### src/rtl/rob_sq_pkg.sv
package rob_sq_pkg;

    typedef enum logic [0:0] {
        SQ_IDLE = 1'b0,
        SQ_WALK = 1'b1
    } sq_state_e;

endpackage

### src/rtl/rob_sq_batch.sv
module rob_sq_batch #(
    parameter int DEPTH    = 8,
    parameter int SEQ_W    = 8,
    parameter int SQ_WIDTH = 2,
    localparam int IDX_W   = $clog2(DEPTH)
) (
    input  logic             en_i,
    input  logic [SEQ_W-1:0] seq_i [DEPTH],
    input  logic [IDX_W-1:0] ptr_i,
    input  logic [IDX_W-1:0] oldest_i,
    input  logic [SEQ_W-1:0] bound_i,
    output logic [DEPTH-1:0] mark_o,
    output logic [IDX_W-1:0] ptr_o,
    output logic             finish_o
);

    localparam logic [IDX_W-1:0] LAST_IDX = IDX_W'(DEPTH - 1);

    // One cycle of the walk: SQ_WIDTH chained lanes, each handling one slot.
    always_comb begin
        logic [IDX_W-1:0] cur;
        logic             alive;
        logic             hit_oldest;
        cur        = ptr_i;
        alive      = en_i;
        hit_oldest = 1'b0;
        mark_o     = '0;
        for (int lane = 0; lane < SQ_WIDTH; lane++) begin
            if (alive && (seq_i[cur] > bound_i)) begin
                mark_o[cur] = 1'b1;
                if (cur == oldest_i) begin
                    hit_oldest = 1'b1;
                    alive      = 1'b0;
                end else if (cur == '0) begin
                    cur = LAST_IDX;
                end else begin
                    cur = cur - 1'b1;
                end
            end else begin
                alive = 1'b0;
            end
        end
        ptr_o    = cur;
        finish_o = en_i && (hit_oldest || (seq_i[cur] <= bound_i));
    end

endmodule

### src/rtl/rob_sq_thread.sv
module rob_sq_thread
    import rob_sq_pkg::*;
#(
    parameter int DEPTH    = 8,
    parameter int SEQ_W    = 8,
    parameter int SQ_WIDTH = 2,
    localparam int IDX_W   = $clog2(DEPTH),
    localparam int CNT_W   = $clog2(DEPTH + 1)
) (
    input  logic             clk,
    input  logic             rst_n,
    input  logic             req_i,
    input  logic [SEQ_W-1:0] bound_i,
    input  logic [SEQ_W-1:0] seq_i [DEPTH],
    input  logic [IDX_W-1:0] oldest_i,
    input  logic [CNT_W-1:0] count_i,
    output logic [DEPTH-1:0] mark_o,
    output logic             busy_o,
    output logic             done_o,
    output logic             tail_hit_o
);

    sq_state_e        state_q, state_d;
    logic [IDX_W-1:0] ptr_q, young_q, youngest_c, step_ptr;
    logic [SEQ_W-1:0] bound_q;
    logic             done_q;
    logic             accept, step_en, step_finish;
    logic [DEPTH-1:0] step_mark;

    assign accept = req_i && (count_i != '0);

    // Youngest slot = (oldest + count - 1) mod DEPTH
    always_comb begin
        int s;
        s = int'(oldest_i) + int'(count_i) - 1;
        if (s >= DEPTH) s = s - DEPTH;
        if (s < 0) s = 0;
        youngest_c = IDX_W'(s);
    end

    assign step_en = (state_q == SQ_WALK) && !accept;

    rob_sq_batch #(
        .DEPTH   (DEPTH),
        .SEQ_W   (SEQ_W),
        .SQ_WIDTH(SQ_WIDTH)
    ) batch_i (
        .en_i    (step_en),
        .seq_i   (seq_i),
        .ptr_i   (ptr_q),
        .oldest_i(oldest_i),
        .bound_i (bound_q),
        .mark_o  (step_mark),
        .ptr_o   (step_ptr),
        .finish_o(step_finish)
    );

    // Next-state: ACCEPT, RESTART, COMPLETE
    always_comb begin
        state_d = state_q;
        unique case (state_q)
            SQ_IDLE: if (accept) state_d = SQ_WALK;
            SQ_WALK: begin
                if (accept)           state_d = SQ_WALK;
                else if (step_finish) state_d = SQ_IDLE;
            end
            default: state_d = SQ_IDLE;
        endcase
    end

    // State register
    always_ff @(posedge clk or negedge rst_n) begin
        if (!rst_n) state_q <= SQ_IDLE;
        else        state_q <= state_d;
    end

    // Walk datapath registers
    always_ff @(posedge clk or negedge rst_n) begin
        if (!rst_n) begin
            ptr_q   <= '0;
            young_q <= '0;
            bound_q <= '0;
            done_q  <= 1'b1;
        end else if (accept) begin
            ptr_q   <= youngest_c;
            young_q <= youngest_c;
            bound_q <= bound_i;
            done_q  <= 1'b0;
        end else if (step_en) begin
            ptr_q <= step_ptr;
            if (step_finish) done_q <= 1'b1;
        end
    end

    // Outputs
    always_comb begin
        unique case (state_q)
            SQ_IDLE: begin
                busy_o = 1'b0;
                mark_o = '0;
            end
            SQ_WALK: begin
                busy_o = 1'b1;
                mark_o = step_mark;
            end
            default: begin
                busy_o = 1'b0;
                mark_o = '0;
            end
        endcase
        done_o     = done_q;
        tail_hit_o = mark_o[young_q];
    end

    p_busy_not_done_r11: assert property (@(posedge clk) disable iff (!rst_n)
        busy_o |-> !done_o);
    p_width_limit_r4: assert property (@(posedge clk) disable iff (!rst_n)
        $countones(mark_o) <= SQ_WIDTH);
    p_mark_needs_busy_r4: assert property (@(posedge clk) disable iff (!rst_n)
        (|mark_o) |-> busy_o);
    p_complete_sets_done_r7: assert property (@(posedge clk) disable iff (!rst_n)
        $fell(busy_o) |-> done_o);
    p_ignore_empty_r2: assert property (@(posedge clk) disable iff (!rst_n)
        (req_i && count_i == '0 && !busy_o) |=> !busy_o);
    p_accept_busy_r3: assert property (@(posedge clk) disable iff (!rst_n)
        (req_i && count_i != '0) |=> (busy_o && !done_o));
    p_restart_quiet_r9: assert property (@(posedge clk) disable iff (!rst_n)
        (req_i && busy_o) |-> (mark_o == '0));
    p_tail_needs_busy_r8: assert property (@(posedge clk) disable iff (!rst_n)
        tail_hit_o |-> busy_o);

    for (genvar e = 0; e < DEPTH; e++) begin : g_chk
        p_mark_younger_r4: assert property (@(posedge clk) disable iff (!rst_n)
            mark_o[e] |-> (seq_i[e] > bound_q));
    end

endmodule

### src/rtl/rob_squash_walker.sv
module rob_squash_walker #(
    parameter int THREADS  = 2,
    parameter int DEPTH    = 8,
    parameter int SEQ_W    = 8,
    parameter int SQ_WIDTH = 2,
    localparam int IDX_W   = $clog2(DEPTH),
    localparam int CNT_W   = $clog2(DEPTH + 1),
    localparam int TID_W   = (THREADS > 1) ? $clog2(THREADS) : 1
) (
    input  logic                           clk,
    input  logic                           rst_n,
    input  logic                           sq_valid_i,
    input  logic [TID_W-1:0]               sq_tid_i,
    input  logic [SEQ_W-1:0]               sq_bound_i,
    input  logic [THREADS*DEPTH*SEQ_W-1:0] seq_flat_i,
    input  logic [THREADS*IDX_W-1:0]       oldest_flat_i,
    input  logic [THREADS*CNT_W-1:0]       count_flat_i,
    output logic [THREADS*DEPTH-1:0]       mark_o,
    output logic [THREADS-1:0]             busy_o,
    output logic [THREADS-1:0]             done_o,
    output logic                           tail_recompute_o
);

    logic [THREADS-1:0] tail_vec;

    for (genvar t = 0; t < THREADS; t++) begin : g_thr
        logic [SEQ_W-1:0] seq_arr [DEPTH];
        logic             req;

        for (genvar e = 0; e < DEPTH; e++) begin : g_unpack
            assign seq_arr[e] = seq_flat_i[(t*DEPTH+e)*SEQ_W +: SEQ_W];
        end

        assign req = sq_valid_i && (sq_tid_i == TID_W'(t));

        rob_sq_thread #(
            .DEPTH   (DEPTH),
            .SEQ_W   (SEQ_W),
            .SQ_WIDTH(SQ_WIDTH)
        ) thr_i (
            .clk       (clk),
            .rst_n     (rst_n),
            .req_i     (req),
            .bound_i   (sq_bound_i),
            .seq_i     (seq_arr),
            .oldest_i  (oldest_flat_i[t*IDX_W +: IDX_W]),
            .count_i   (count_flat_i[t*CNT_W +: CNT_W]),
            .mark_o    (mark_o[t*DEPTH +: DEPTH]),
            .busy_o    (busy_o[t]),
            .done_o    (done_o[t]),
            .tail_hit_o(tail_vec[t])
        );
    end

    assign tail_recompute_o = |tail_vec;

    p_tail_pulse_r8: assert property (@(posedge clk) disable iff (!rst_n)
        tail_recompute_o |-> (|mark_o));

endmodule

### config.mk
export PLATFORM = sky130hd
export DESIGN_NAME = rob_squash_walker
export DESIGN_NICKNAME = d
export VERILOG_FILES = /design/src/rtl/rob_sq_pkg.sv /design/src/rtl/rob_sq_batch.sv /design/src/rtl/rob_sq_thread.sv /design/src/rtl/rob_squash_walker.sv
export SDC_FILE = /design/constraint.sdc
export NUM_CORES = 1
export LEC_CHECK = 0
export BUFFER_PORTS_ARGS = -buffer_cell sky130_fd_sc_hd__buf_2
export CAP_MARGIN = 5
export CORE_MARGIN = 4
export CORE_UTILIZATION = 40
export CTS_BUF_LIST = sky130_fd_sc_hd__clkbuf_16
export CTS_CLUSTER_SIZE = 40
export DETAILED_ROUTE_END_ITERATION = 16
export SETUP_SLACK_MARGIN = 0.15
export SLEW_MARGIN = 10
export SYNTH_ARGS = -nofsm -noshare
export SYNTH_HDL_FRONTEND = slang
export SYNTH_SLANG_ARGS = --single-unit
### constraint.sdc
create_clock -name clk -period 26.7 [get_ports clk]
set_input_delay 5.34 -clock clk [delete_from_list [all_inputs] [get_ports clk]]
set_output_delay 5.34 -clock clk [all_outputs]
set_load 0.02 [all_outputs]
==> results.toml <==
[run_status]
status = "finished, final reports clean"

[clock_network]
root_buffer = "clkbuf_16"
cts_buffer_depth = 2
cts_setup_buffers = 0
path_clk_slew_ns = 0.05
cts_tree = "yes"
clock_latency_ns = 0.29
post_cts_resized = 0
numCtsBuffers = 5
hold_buffers = 0
htreeDepth = 2
clkSinkCount = 32

[hold_path]
hold_path_class = "reg2reg"

[timing]
fin_setup_tns_ns = 0
finalHoldViolCount = 0
max_freq_mhz = 58.5
period_needed_ns = 17.10
fin_crit_sh_pct = 64.1
setup_viol = 0
worst_slew_pin_slew_ns = 1.24
rsz0062_at_grt = "false"
finClkSkew_ns = 0.00703
maxSlewHeadroom_pct = 17.3
setup_ws_ns = 9.60
slew_violations = 0

[die]
rows = 48
io_pins = 175
initial_core_util_pct = 40.8
die_w_um = 141
dieArea_um2 = 19800
core-area_um2 = 17300
dieHeight_um = 141

[flow_run]
maxCapViolations = 0

[pwr]
p_leak_uw = 0.00364
power.density_nw_per_um2 = 163
irDropWorstVdd_mv = 0.0720

[synthesis]
synth_seq_cells = 32
syn_nets = 1077
syn_area_per_cell_um2 = 8.24
synth_ff_type = "dfrtp_1"
netlist_area_um2 = 7050
synthTopCellsByCount = "119 x nand2_1, 66 x ha_1, 56 x o21ai_0"
yosys.area.top_type = "mux4_2"
syn-instance-count = 855
synth-async-reset-ratio_pct = 100
synthTopCellsByArea = "mux4_2 14%, ha_1 12%, dfrtp_1 11%, nand2_1 6.3%, mux2i_1 5.7%"
yosysMostFrequentCell = "nand2_1"
yosysUniqueCellTypes = 74
synth_edf_count = 0
yosysSeqAreaShare_pct = 11.4
yosysWarnings = 0
synth_top_area_share_pct = 14.1

[setup_path]
required_ns = 21.36
critPathMaxFanout = 20
start_kind = "input pin"
cp_data_arrival_time_ns = 11.76
max_stage_delay_ns = 1.00
crit_top_cell = "nand2_1"
worst-setup-path-type = "in2out"
cpMaxStageDelayCell = "a21oi_2"
cp-end-kind = "primary output"

[drt]
drc_errors = 0
avgRoutedWirePerCell_um = 20.6
num_vias = 7667
viasPerCell = 6.28
postRouteAntennaNets = 0
first_iter_violations = 644
firstDrtPassIters = 4
wirelength_um = 25100

[layout]
num-nets-final = 1216
antenna_cells = 0
layout-drive-gt1-share_pct = 29.2
area_delta_synth_final_pct = 16.0

[place]
place_hpwl_um = 19600
io_buffers = 174
pre_cts_ws_ns = 9.60
gp_congestion = 0.921

[grt]
grt_pass1_vias = 7313
overflow = 0
grt_pass1_wl_um = 39700
grt_antenna_before_repair = 0
grt_usage_pct = 24.6
grt_max_degree = 43
## path summary, 6_finish.rpt
| path | from | to | slack [ns] | cells after the start |
|---|---|---|---|---|
| max reg2reg | g_thr[1].thr_i.ptr_q[1] | g_thr[1].thr_i.done_o | 17.17 | 35 |
| min reg2reg | g_thr[1].thr_i.young_q[0] | g_thr[1].thr_i.young_q[0] | 0.52 | 2 |
| max | seq_flat_i[9] | tail_recompute_o | 9.60 | 29 |
| max in group asynchronous | rst_n | g_thr[0].thr_i.young_q[2] | 21.06 | 1 |
| min | g_thr[1].thr_i.young_q[0] | g_thr[1].thr_i.young_q[0] | 0.52 | 2 |
| min in group asynchronous | rst_n | g_thr[1].thr_i.bound_q[2] | 5.13 | 1 |
## per-layer routing
layer  track usage, %  part of all wire, %  up-vias
li1                 -                    -     3609
met1             33.3                   43     3652
met2             39.8                   46      360
met3             5.22                  8.5       46
met4             6.99                  2.5        0
met5                0                    0        -
## flip-flops by register name, indices dropped and copies added (netlist names)
register / count
g_thr.thr_i.done_o: 2
g_thr.thr_i.young_q: 6
g_thr.thr_i.bound_q: 16
g_thr.thr_i.ptr_q: 6
g_thr.thr_i.state_q: 2
## final cells by class
class | count | area [um2]
sequential | 32 | 803
inverter | 36 | 135
tap | 225 | 282
clock inverter | 3 | 18.8
multi-input combinational | 732 | 5840
clock buffer | 5 | 125
timing repair buffer | 187 | 968
fill | 1776 | 9120
## where the power goes
| group | switching [uW] | internal, uW | total, uW |
|---|---|---|---|
| Sequential | 25.8 | 62.9 | 88.6 |
| Clock | 23.3 | 34.4 | 57.7 |
| Combinational | 692 | 496 | 1190 |
## stage by stage
| stage | hold slack (ns) | std cells | instance area (um2) | util (%) | power, uW |
|---|---|---|---|---|---|
| detailed placement | 0.511 | 1212 | 8030 | 46.4 | 1260 |
| floorplan | 0.468 | 855 | 7050 | - | 989 |
| CTS | 0.527 | 1220 | 8180 | 47.3 | 1320 |
| finish | 0.519 | 1220 | 8180 | 47.3 | 1330 |
| global route | 0.551 | 1220 | 8180 | 47.3 | 1460 |
| global placement | 0.521 | 1212 | 8030 | 46.4 | 1250 |
## logic make-up (layout without fill, tap and decap cells)
logic type	after synthesis	in the layout	synth area share (%)
fa+ha+maj	68	68	12.3
buf+inv	91	231	6.02
mux	110	110	24.1
simple gates	261	261	17.0
compound gates	279	279	27.5
flops	32	32	11.4
xor+xnor	14	14	1.74
## critical path: cells and delay by family
kind | cells | cell delay [ns]
AOI/OAI and AO/OA | 11 | 3.08
muxes | 4 | 1.19
adders and majority gates | 2 | 0.59
buffers and inverters | 2 | 0.28
and+or+nand+nor | 10 | 1.27
## cells in the final DEF, fill, tap and decap left out, types with 7 or more instances in the layout
master,n
and2_1,7
nand3_1,15
a211o_1,7
o22ai_1,25
o211ai_1,8
a211oi_1,22
nand2_1,119
inv_1,31
ha_1,66
and3_1,7
mux2i_1,39
a221oi_1,26
nand4_1,15
buf_4,13
a21o_1,10
o21ai_0,56
nor3_1,11
mux2_2,25
buf_2,174
nor2b_1,12
xnor2_1,8
mux4_2,44
a22oi_1,22
nor2_1,54
dfrtp_1,30
a21oi_1,45
(Power assumes the default switching activity.)
